==> src/rtl/vtg_pkg.sv <==
package vtg_pkg;
  localparam int WORD_W    = 32;
  localparam int SYNC_W    = 8;
  localparam int PORCH_W   = 12;
  localparam int SIZE_W    = 16;
  localparam int SYNC_LSB  = 0;
  localparam int BACK_LSB  = 8;
  localparam int FRONT_LSB = 20;
  localparam int CNT_W     = SIZE_W + 2;
  localparam int N_AXES    = 2;

  typedef struct packed {
    logic [SYNC_W-1:0]  sync_len;
    logic [PORCH_W-1:0] back;
    logic [SIZE_W-1:0]  act;
    logic [PORCH_W-1:0] front;
  } axis_cfg_t;

  // Combine one packed timing word with that axis's active length.
  function automatic axis_cfg_t unpack_axis(input logic [WORD_W-1:0] tw,
                                            input logic [SIZE_W-1:0] act_len);
    axis_cfg_t c;
    c.sync_len = tw[SYNC_LSB  +: SYNC_W];
    c.back     = tw[BACK_LSB  +: PORCH_W];
    c.front    = tw[FRONT_LSB +: PORCH_W];
    c.act      = act_len;
    return c;
  endfunction
endpackage

==> src/rtl/vtg_cfg_hold.sv <==
module vtg_cfg_hold
  import vtg_pkg::*;
(
  input  logic              clk,
  input  logic              rst_n,
  input  logic              load,
  input  logic [WORD_W-1:0] size_word,
  input  logic [WORD_W-1:0] h_word,
  input  logic [WORD_W-1:0] v_word,
  output axis_cfg_t         h_cfg,
  output axis_cfg_t         v_cfg
);
  logic [N_AXES-1:0][WORD_W-1:0] t_words;
  logic [N_AXES-1:0][SIZE_W-1:0] act_len;
  axis_cfg_t                     held [N_AXES];

  assign t_words[0] = h_word;
  assign t_words[1] = v_word;
  assign act_len[0] = size_word[SIZE_W-1:0];
  assign act_len[1] = size_word[2*SIZE_W-1:SIZE_W];

  for (genvar g = 0; g < N_AXES; g++) begin : g_axis
    always_ff @(posedge clk or negedge rst_n) begin
      if (!rst_n)    held[g] <= '0;
      else if (load) held[g] <= unpack_axis(t_words[g], act_len[g]);
    end
  end

  assign h_cfg = held[0];
  assign v_cfg = held[1];
endmodule

==> src/rtl/vtg_axis.sv <==
module vtg_axis
  import vtg_pkg::*;
(
  input  logic              clk,
  input  logic              rst_n,
  input  logic              run,
  input  logic              step,
  input  axis_cfg_t         cfg,
  output logic [CNT_W-1:0]  pos,
  output logic              last,
  output logic              in_sync,
  output logic              in_active,
  output logic [SIZE_W-1:0] idx
);
  logic [CNT_W-1:0] act_start, act_end, total, offs;

  assign act_start = CNT_W'(cfg.sync_len) + CNT_W'(cfg.back);
  assign act_end   = act_start + CNT_W'(cfg.act);
  assign total     = act_end + CNT_W'(cfg.front);
  assign last      = (pos + 1'b1) >= total;
  assign in_sync   = pos < CNT_W'(cfg.sync_len);
  assign in_active = (pos >= act_start) && (pos < act_end);
  assign offs      = pos - act_start;
  assign idx       = in_active ? offs[SIZE_W-1:0] : '0;

  always_ff @(posedge clk or negedge rst_n) begin
    if (!rst_n)    pos <= '0;
    else if (!run) pos <= '0;
    else if (step) pos <= last ? '0 : pos + 1'b1;
  end
endmodule

==> src/rtl/video_timing_gen.sv <==
module video_timing_gen
  import vtg_pkg::*;
(
  input  logic              clk,
  input  logic              rst_n,
  input  logic              run,
  input  logic [WORD_W-1:0] panel_size,
  input  logic [WORD_W-1:0] h_timing,
  input  logic [WORD_W-1:0] v_timing,
  input  logic              pix_valid,
  output logic              pix_ready,
  output logic              hsync,
  output logic              vsync,
  output logic              de,
  output logic [SIZE_W-1:0] x_pos,
  output logic [SIZE_W-1:0] y_pos,
  output logic              vsync_evt,
  output logic              frame_done,
  output logic              underflow
);
  axis_cfg_t        h_cfg, v_cfg;
  logic [CNT_W-1:0] h_pos, v_pos;
  logic             h_last, v_last, h_sync, v_sync, h_act, v_act;
  logic [SIZE_W-1:0] h_idx, v_idx;
  logic             frame_end, cfg_load, uf_q;

  assign frame_end = run & h_last & v_last;
  assign cfg_load  = ~run | frame_end;

  vtg_cfg_hold u_cfg (
    .clk(clk), .rst_n(rst_n), .load(cfg_load),
    .size_word(panel_size), .h_word(h_timing), .v_word(v_timing),
    .h_cfg(h_cfg), .v_cfg(v_cfg)
  );

  vtg_axis u_h (
    .clk(clk), .rst_n(rst_n), .run(run), .step(1'b1), .cfg(h_cfg),
    .pos(h_pos), .last(h_last), .in_sync(h_sync), .in_active(h_act), .idx(h_idx)
  );

  vtg_axis u_v (
    .clk(clk), .rst_n(rst_n), .run(run), .step(h_last), .cfg(v_cfg),
    .pos(v_pos), .last(v_last), .in_sync(v_sync), .in_active(v_act), .idx(v_idx)
  );

  assign hsync      = run & h_sync;
  assign vsync      = run & v_sync;
  assign de         = run & h_act & v_act;
  assign pix_ready  = de;
  assign x_pos      = de ? h_idx : '0;
  assign y_pos      = de ? v_idx : '0;
  assign vsync_evt  = run & (h_pos == '0) & (v_pos == '0);
  assign frame_done = frame_end;

  always_ff @(posedge clk or negedge rst_n) begin
    if (!rst_n) uf_q <= 1'b0;
    else        uf_q <= pix_ready & ~pix_valid;
  end
  assign underflow = uf_q;
endmodule

==> config.mk <==
export PLATFORM = sky130hd
export DESIGN_NAME = video_timing_gen
export DESIGN_NICKNAME = d
export VERILOG_FILES = /design/src/rtl/vtg_pkg.sv /design/src/rtl/vtg_cfg_hold.sv /design/src/rtl/vtg_axis.sv /design/src/rtl/video_timing_gen.sv
export SDC_FILE = /design/constraint.sdc
export NUM_CORES = 1
export LEC_CHECK = 0
export BUFFER_PORTS_ARGS = -buffer_cell sky130_fd_sc_hd__buf_4
export CAP_MARGIN = 20
export CORE_MARGIN = 2
export CORE_UTILIZATION = 60
export DETAILED_ROUTE_END_ITERATION = 10
export PLACE_DENSITY = 0.78
export SLEW_MARGIN = 25
export SYNTH_ARGS = -nofsm -noshare
export SYNTH_HDL_FRONTEND = slang
export SYNTH_SLANG_ARGS = --single-unit
==> constraint.sdc <==
create_clock -name clk -period 8.7 [get_ports clk]
set_clock_uncertainty 0.05 [all_clocks]
set_input_delay 2.175 -clock clk [delete_from_list [all_inputs] [get_ports clk]]
set_output_delay 2.175 -clock clk [all_outputs]
set_load 0.02 [all_outputs]
==> Yosys cells after proc, flatten, opt, wreduce, memory -nomap -nowiden <==
Cells that the tools add are included.
{ "classes": {"n_addsub": 10, "mul": 0, "div_mod_pow": 0, "order_cmp": 8, "eq_ne": 1, "shifts": 0, "n_mux": 9, "bitwise_logic": 12, "n_reduce_logical": 4} }
{ "op_table": {"columns": ["operator", "n"], "rows": [
  ["2-to-1 mux 18 bit", 5],
  ["2-to-1 mux 16 bit", 4],
  ["adder 18 x 1 -> 18 bit (second input constant)", 2],
  ["adder 18 x 12 -> 18 bit", 2],
  ["adder 18 x 16 -> 18 bit", 2],
  [">= comparator 18 x 13 -> 1 bit", 2],
  [">= comparator 18 bit", 2],
  ["zero test 18 bit", 2],
  ["less-than comparator 18 bit", 2],
  ["less-than comparator 18 x 8 -> 1 bit", 2],
  ["subtractor 16 bit", 2],
  ["adder 8 x 12 -> 13 bit", 2],
  ["AND 1 bit", 9],
  ["logical AND 1 bit", 2],
  ["inequality test 2 x 1 -> 1 bit (second input constant)", 1],
  ["inverter 1 bit", 2],
  ["OR 1 bit", 1]
]} }
{ "totals": {"register_bits": 133, "latchBits": 0, "ram_bits": 0, "romBits": 0, "inputBits": 100, "output_inout_bits": 39, "wordCells": 55, "n_memories": 0} }

==> Logic depth before layout (Yosys ltp) <==
Gate-level depths: netlist of run 1.
{ "depth": {"ltp_word": 7, "ltp_mapped": 35, "ltp_nobuf": 33} }

==> Hierarchy <==
From an unflattened synthesis of run 1, not the netlist that was laid out.
{ "hier_totals": {"cells_unflattened": 1467, "hier_area_um2": 13445.4} }
{ "by_module_without_submodules": {"columns": ["module", "n_inst", "cells_each", "area_each_um2", "seq_area_each_um2"], "rows": [
  ["vtg_axis (u_h)", 1, 640, 4785.8, 450.4],
  ["vtg_axis (u_v)", 1, 564, 4495.6, 450.4],
  ["vtg_cfg_hold", 1, 203, 3764.9, 2402.3],
  ["video_timing_gen", 1, 60, 399.1, 25.0]
]} }

==> Least setup slack after synthesis of run 1 <==
No wires, ideal clock.
{ "synth_path": {"path_type": "flip-flop to output port", "start": "register u_cfg.held (netlist bit u_cfg.h_cfg[40])", "end": "output port frame_done", "arrival_ps": 6066, "t_required_ps": 6475, "path_slack_ps": 409, "stages_incl_launch_ff": 29, "n_path_buf": 1, "cell_sequence": "dfrtp_1 ha_1 inv_1 fa_1 nor2b_1 o21ai_0 a21boi_0 o21ai_0 a21boi_0 nor2_1 ha_1 or4_1 o21ai_0 nor2_1 a21oi_1 xnor2_1 ha_1 a21oi_1 nand2_1 o21ai_0 o21ai_0 xnor2_1 ha_1 nand3_1 or4_1 o211ai_1 nand2_1 clkbuf_1 nor3_1"} }
{ "synth_via": {"elab_chain_len": 6} }
{ "synth_rtl": {"columns": ["item", "line", "text"], "rows": [
  ["from (decl)", "vtg_cfg_hold.sv:15", "axis_cfg_t held [N_AXES];"],
  ["from (signal, indexed assignment)", "vtg_cfg_hold.sv:25", "else if (load) held[g] <= unpack_axis(t_words[g], act_len[g]);"],
  ["adder 8 x 12 -> 13 bit", "vtg_axis.sv:17", "assign act_start = CNT_W'(cfg.sync_len) + CNT_W'(cfg.back);"],
  ["adder 18 x 16 -> 18 bit", "vtg_axis.sv:18", "assign act_end = act_start + CNT_W'(cfg.act);"],
  ["adder 18 x 12 -> 18 bit", "vtg_axis.sv:19", "assign total = act_end + CNT_W'(cfg.front);"],
  [">= comparator 18 bit", "vtg_axis.sv:20", "assign last = (pos + 1'b1) >= total;"],
  ["AND 1 bit (2 in a row)", "video_timing_gen.sv:27", "assign frame_end = run & h_last & v_last;"],
  ["to (decl)", "video_timing_gen.sv:18", "output logic frame_done,"]
]} }
Every way passes these cells.

==> Worst setup path after layout of run 1 <==
{ "layout_path": {"start": "register u_cfg.held (netlist bit u_cfg.h_cfg[40])", "end": "output port x_pos[13]"} }
{ "layout_via": {"elab_chain_len": 7, "elab_cells_between_ends": 10, "classes_between": "add/sub (3); order compare (2); mux (2); bitwise (2); reduce/logical (1)"} }
{ "layout_rtl": {"columns": ["item", "line", "text"], "rows": [
  ["adder 8 x 12 -> 13 bit *", "vtg_axis.sv:17", null],
  ["adder 18 x 16 -> 18 bit", "vtg_axis.sv:18", null],
  ["less-than comparator 18 bit", "vtg_axis.sv:22", "assign in_active = (pos >= act_start) && (pos < act_end);"],
  ["logical AND 1 bit", "vtg_axis.sv:22", null],
  ["AND 1 bit (2 in a row)", "video_timing_gen.sv:48", "assign de = run & h_act & v_act;"],
  ["2-to-1 mux 16 bit *", "video_timing_gen.sv:50", "assign x_pos = de ? h_idx : '0;"],
  ["to (decl)", "video_timing_gen.sv:15", "output logic [SIZE_W-1:0] x_pos,"]
]} }
Mark *: on every way between the ends. The rest lies on a longest branch, timed or not.

==> summary.txt, run 1 <==
Outcome
  • Status: complete, no violations

Timing
  • Crit share post-route: 98.6%
  • Tmin final: 8.58 ns
  • Top achievable clock speed: 117 MHz
  • Max Transition Viols Final: 0
  • Final Hold Vio Count: 0
  • Hold Slack: 0.469 ns
  • Setup-failing EPs final: 0
  • Slew @ Worst Pin: 0.942 ns
  • Setup ws final: 0.124 ns
  • Max transition margin: 37.2%

Worst setup path
  • Startpoint Class: flip-flop
  • Data required, critical path: 6.48 ns
  • CP startpoint: u_cfg.h_cfg[40]
  • CP endpoint: x_pos[13]
  • CP Capture Type: primary output
  • Reg2reg setup slack: 1.48 ns
  • Critical R2R Capture: u_cfg.v_cfg[14]
  • Critical Path Fanout Max: 6
  • Worst R2R Start: u_cfg.h_cfg[29]
  • WP data arrival: 6.35 ns
  • CP max stage cell: dfrtp_1
  • Depth of the most critical reg-to-reg path: 28
  • CP Class: reg -> out
  • CP dominant cell by count: buf_4
  • Peak per-stage delay on the critical path: 0.37 ns

CTS
  • H-tree levels: 4
  • CTS tree: done
  • Clock Tree Root: clkbuf_16
  • Clk slew on worst S/H paths: 0.07 ns
  • Total CTS buffers: 17
  • Clock sinks: 133
  • Bufs on Longest Clock Path: 2
  • Clock latency on the worst-skew pair: 0.43 ns

Final layout
  • Layout Nets: 1,777
  • Diode count: 0
  • Footprint of the multi-input gates: 0.00896 mm^2
  • P&R area growth vs syn: 20.3%
  • Fillers: 1,422
  • Layout cells sized above 1: 26.1%
  • Area occupied by registers: 0.00333 mm^2

Yosys
  • Cell accounting for the most synthesized area: dfrtp_1
  • Post-synthesis cell count: 1,333
  • Post-Syn Area: 0.0124 mm^2
  • Post-synthesis sequential area ratio: 26.8%
  • Yosys warnings: 0
  • Syn avg cell area: 9.30 um^2
  • Seq cells post-synth: 133
  • Synth async-reset ratio: 100%
  • Yosys top cell area share: 26.8%
  • Number of enable flip-flop cells after synthesis: 0
  • Top FF cell, synth: dfrtp_1
  • Post-synthesis cell type count: 66
  • Top-count cell post-synth: ha_1
  • Post-synth top cells: ha_1 (180), dfrtp_1 (133), inv_1 (97)
  • Top cells by area, synth: dfrtp_1 (27%), ha_1 (18%), mux2_2 (5.1%)

Floorplan
  • # rows: 52
  • Die width: 148 um
  • Die footprint: 0.0218 mm^2
  • Initial Utilization: 61.3%
  • I/O pin total: 139
  • Die height: 148 um
  • Core Region: 0.0202 mm^2

Detailed routing
  • Initial DRC count: 901
  • DR DRC count: 0
  • Routed Antenna Nets: 0
  • Vias: 10.9k
  • WL/cell: 19.7 um
  • Routed WL: 34,900 um
  • DR vias/cell: 6.17
  • Pre-Repair DR Iteration Count: 8

Global routing
  • Number of global-route vias before repair: 10.6k
  • Tot GR Track Use: 31.4%
  • First-pass GRT wire length: 54,500 um
  • Overflow after GRT: 0
  • Initial antenna violation count: 0
  • Largest net degree at the start of global routing: 73

Power and ir drop
  • Total power: 3.69 mW
  • Power Density: 248 mW/mm^2
  • Max VDD drop: 0.136 mV
  • Leak: 7.58 nW

Worst hold path
  • Hold path start: u_cfg.h_cfg[32]
  • Worst Hold Class: reg -> reg

Place
  • Post-DP HPWL: 25,500 um
  • Port-buffer cells: 138
  • Final Wtd Congestion: 0.952
  • Placement Setup Slack: -0.0823 ns

Run
  • Number of max-cap violations: 0
[state kept, by name, summed over array words and instances, names as in the netlist]
name,cells
u_h.pos,18
u_cfg.h_cfg,48
u_v.pos,18
u_cfg.v_cfg,48
underflow,1
[through the flow]
stage               area [um^2]  std cells  util (%)  setup TNS, ns
floorplan                 12400       1334         -              0
CTS                       14500       1756      71.6       -0.00849
detailed placement        13700       1717      67.8         -0.192
global placement          13700       1717      67.8              0
global route              14900       1772      73.7         -0.741
finish                    14900       1772      73.7              0
[layer usage]
layer,GRT usage [%],wire length [um]
met1,45.7,15700
met2,48.7,15900
met3,5.31,2630
met4,8.17,697
met5,0,0
[power by group]
part	total [mW]	switching, mW	internal [mW]	leakage (nW)
clock network	0.722	0.336	0.386	0.277
logic	2.26	1.26	1.00	5.66
registers	0.716	0.0514	0.665	1.64
total	3.69	1.64	2.05	7.58
[worst min-delay path by stage]
| stage | end | slack (ns) | depth (start not counted) |
|---|---|---|---|
| CTS | u_cfg.h_cfg[28] | 0.47 | 1 |
| global route | u_cfg.h_cfg[28] | 0.48 | 1 |
| detailed placement | u_cfg.v_cfg[28] | 0.45 | 1 |
| finish | u_cfg.h_cfg[32] | 0.47 | 1 |
| global placement | u_cfg.h_cfg[28] | 0.45 | 1 |
| floorplan | u_cfg.v_cfg[0] | 0.41 | 1 |
[cells by family (layout without fill, tap and decap cells)]
family / after synthesis / in the layout / synth area share (%)
and+or+nand+nor: 363 / 363 / 14.9
AOI/OAI and AO/OA: 294 / 294 / 15.7
adders and majority gates: 188 / 188 / 19.5
buffers and inverters: 136 / 304 / 4.63
DFF: 133 / 133 / 26.8
xor gates and xnor gates: 121 / 121 / 8.55
muxes: 97 / 97 / 9.92
other: 1 / 2 / 0.0302
[cell usage in the layout (no fill, tap or decap), types with 12 or more instances in the layout]
cell type,count
nand4_1,27
o21ai_0,40
and3_1,28
ha_1,171
nand2b_1,15
buf_4,170
o211ai_1,12
mux2_4,37
clkbuf_16,17
inv_1,97
xor2_1,48
mux2_2,56
a21oi_2,19
nor3_1,22
nand2_1,65
a21o_1,50
dfrtp_1,133
nor2b_1,20
nor2_1,81
a21oi_1,66
nand3_1,45
xnor2_1,63
o21a_1,17
[final cells by class]
cell class | instances | share of cell area (%)
Timing Repair Buffer | 175 | 9.11
Tap cell | 270 | 2.27
Sequential cell | 133 | 22.3
Clock buffer | 18 | 2.94
Multi-Input combinational cell | 1065 | 60.1
Inverter | 97 | 2.44
Clock inverter | 14 | 0.872
[timing repair]
item / in CTS / in global routing
buffers inserted: 5 / 16
gates cloned: 2 / 0
resized for setup: 37 / 71
endpoints found under the setup margin: 35 / 35
pin swaps: 9 / 28
hold buffers: 0 / 0
[critical path: cells and delay by family, from the launching register on]
kind                       cells  cell delay, ns
AOI/OAI and AO/OA             16            3.14
xor gates and xnor gates       2            0.42
adders and majority gates      4            1.07
buffers and inverters          5            0.72
DFF                            1            0.37
and+or+nand+nor                2            0.22
No activity file was read; power rests on OpenSTA's default activity.
==> inputs of run 2 (changes only) <==
Settings changed: CORE_ASPECT_RATIO set to 0.6, GPL_TIMING_DRIVEN set to 0.
==> run 2 against run 1 <==
Net effect:
- the run now ends with setup timing left
- power increased by 6.6%
- non-clock buffer count increased by 45
- clock-buffer cell count increased by 1
- largest cell class unchanged
- largest power group unchanged
==> summary.txt, run 2 (synthesis results as in run 1) <==
Outcome
  • Status: finished, violations left
  • Failing checks: setup timing

Final layout
  • Layout Cells excl Fill: 1,820
  • Commonest non-fill, non-tap cell in the layout: ha_1
  • Layout cells sized above 1: 29.2%
  • Final Core Density: 77.6%
  • Diode count: 0
  • P&R area growth vs syn: 26.0%
  • Commonest cells after routing, fill and taps aside: ha_1 (170), buf_4 (167), dfrtp_1 (133)
  • Layout Nets: 1,822

Floorplan
  • # rows: 40
  • I/O pin total: 139
  • Die width: 190 um
  • Core Region: 0.0201 mm^2
  • Die height: 115 um
  • Initial Utilization: 61.6%
  • Die footprint: 0.0219 mm^2

Worst setup path
  • Buf/Inv on CP: 2
  • CP Capture Type: primary output
  • Worst R2R Start: u_cfg.v_cfg[40]
  • Depth of the most critical reg-to-reg path: 31
  • CP top delay family: compound AO/OA/AOI/OAI gates
  • CP Class: reg -> out
  • Peak per-stage delay on the critical path: 0.45 ns
  • Reg2reg setup slack: 1.46 ns
  • CP max stage cell: a221o_1
  • WP data arrival: 6.59 ns
  • Critical R2R Capture: u_cfg.v_cfg[15]
  • Data required, critical path: 6.48 ns
  • Critical Path Fanout Max: 4
  • Startpoint Class: flip-flop

Timing
  • Crit share post-route: 101%
  • Top achievable clock speed: 113 MHz
  • Slew @ Worst Pin: 0.960 ns
  • Max transition margin: 35.1%
  • Tmin final: 8.81 ns
  • Max Transition Viols Final: 0
  • Setup ws final: -0.115 ns
  • Setup-failing EPs final: 1
  • Final Hold Vio Count: 0
  • RSZ-0062 raised after global routing: true
  • Hold Slack: 0.468 ns

Power and ir drop
  • Net Sw Power: 1.73 mW
  • Logic gate share of total power: 61.8%
  • Clock share of power: 20.1%
  • Leak: 7.83 nW
  • Flop pwr share: 18.1%
  • Total power: 3.94 mW
  • Max VDD drop: 0.186 mV
  • Internal power: 2.21 mW
  • Power Density: 252 mW/mm^2
  • Sw Ratio: 44.0%

CTS
  • Clock sinks: 133
  • Clk slew on worst S/H paths: 0.06 ns
  • Clock latency on the worst-skew pair: 0.45 ns
  • CTS tree: done
  • Total CTS buffers: 17
  • Bufs on Longest Clock Path: 2
  • H-tree levels: 4
  • Clock Tree Root: clkbuf_16

Global routing
  • Overflow after GRT: 0
  • GR met2 Demand/Resource: 48.1%
  • Largest net degree at the start of global routing: 84
  • Number of global-route vias before repair: 10.7k
  • GRT Max-Usage Layer: met1
  • Met1 GRT Util: 53.0%
  • First-pass GRT wire length: 58,700 um
  • Met3 Track Usage GR: 11.8%
  • Tot GR Track Use: 35.3%
  • Initial antenna violation count: 0

Detailed routing
  • Routed Antenna Nets: 0
  • Initial DRC count: 1,471
  • WL/cell: 21.8 um
  • DR DRC count: 0
  • DR vias/cell: 6.33
  • Routed WL: 39,800 um
  • Vias: 11.5k
  • Pre-Repair DR Iteration Count: 6

Run
  • Number of max-cap violations: 0

Worst hold path
  • WHS Path Cells: 1
  • Worst min-delay path endpoint: u_cfg.v_cfg[0]
  • Worst Hold Class: reg -> reg
  • Hold path start: u_cfg.v_cfg[0]

Place
  • Final Wtd Congestion: 0.944
  • Post-DP HPWL: 28,600 um
  • Dpl cells: 1,746
  • Port-buffer cells: 138
run 2: area by class of cell:
| cell class | instances | area [um^2] |
|---|---|---|
| repair buffers | 186 | 1520 |
| inverters | 97 | 364 |
| flip-flops and latches | 133 | 3330 |
| fillers | 1330 | 4500 |
| clock inverters | 13 | 179 |
| well taps | 273 | 342 |
| clock buffers | 19 | 453 |
| multi-input cells | 1065 | 9200 |
| plain buffers | 34 | 228 |
run 2: how the worst max path moves through the flow:
stage	from	end	slack (ns)	depth (start not counted)
2_1_floorplan	u_cfg.h_cfg[40]	frame_done	0.41	28
3_3_place_gp	u_cfg.h_cfg[40]	frame_done	-0.93	32
3_5_place_dp	u_cfg.h_cfg[40]	frame_done	-1.09	29
4_1_cts	u_cfg.v_cfg[40]	frame_done	-0.07	28
5_1_grt	u_cfg.v_cfg[41]	frame_done	-0.31	28
6_report	u_cfg.v_cfg[40]	frame_done	-0.11	29
run 2: repair_timing:
item                       CTS  global route
hold buffers                 0             0
pin swaps                   26            61
cloned                       0             3
setup endpoints to repair   35            35
gates resized for setup     63           124
buffers inserted            18            26
run 2: power groups by stage:
stage | sequential, mW | clock (mW) | combinational (mW)
6_report | 0.715 | 0.791 | 2.43
2_1_floorplan | 0.704 | 0 | 1.53
4_1_cts | 0.710 | 0.796 | 2.19
3_5_place_dp | 0.720 | 0 | 2.02
3_3_place_gp | 0.718 | 0 | 1.95
5_1_grt | 0.719 | 0.826 | 2.64
run 2: metrics by stage:
| stage | cell area (um^2) | TNS [ns] | setup WS (ns) |
|---|---|---|---|
| 6_report | 15600 | -0.115 | -0.115 |
| 5_1_grt | 15600 | -3.69 | -0.307 |
| 4_1_cts | 14800 | -0.0720 | -0.0720 |
| 3_5_place_dp | 13800 | -14.41 | -1.09 |
| 3_3_place_gp | 13800 | -13.04 | -0.929 |
| 2_1_floorplan | 12400 | 0 | 0.409 |
run 2: routing by layer:
metal  part of all wire (%)  wire, um
met1                     45     18000
met2                     40     16000
met3                     13      5020
met4                    1.9       741
met5                      0         0
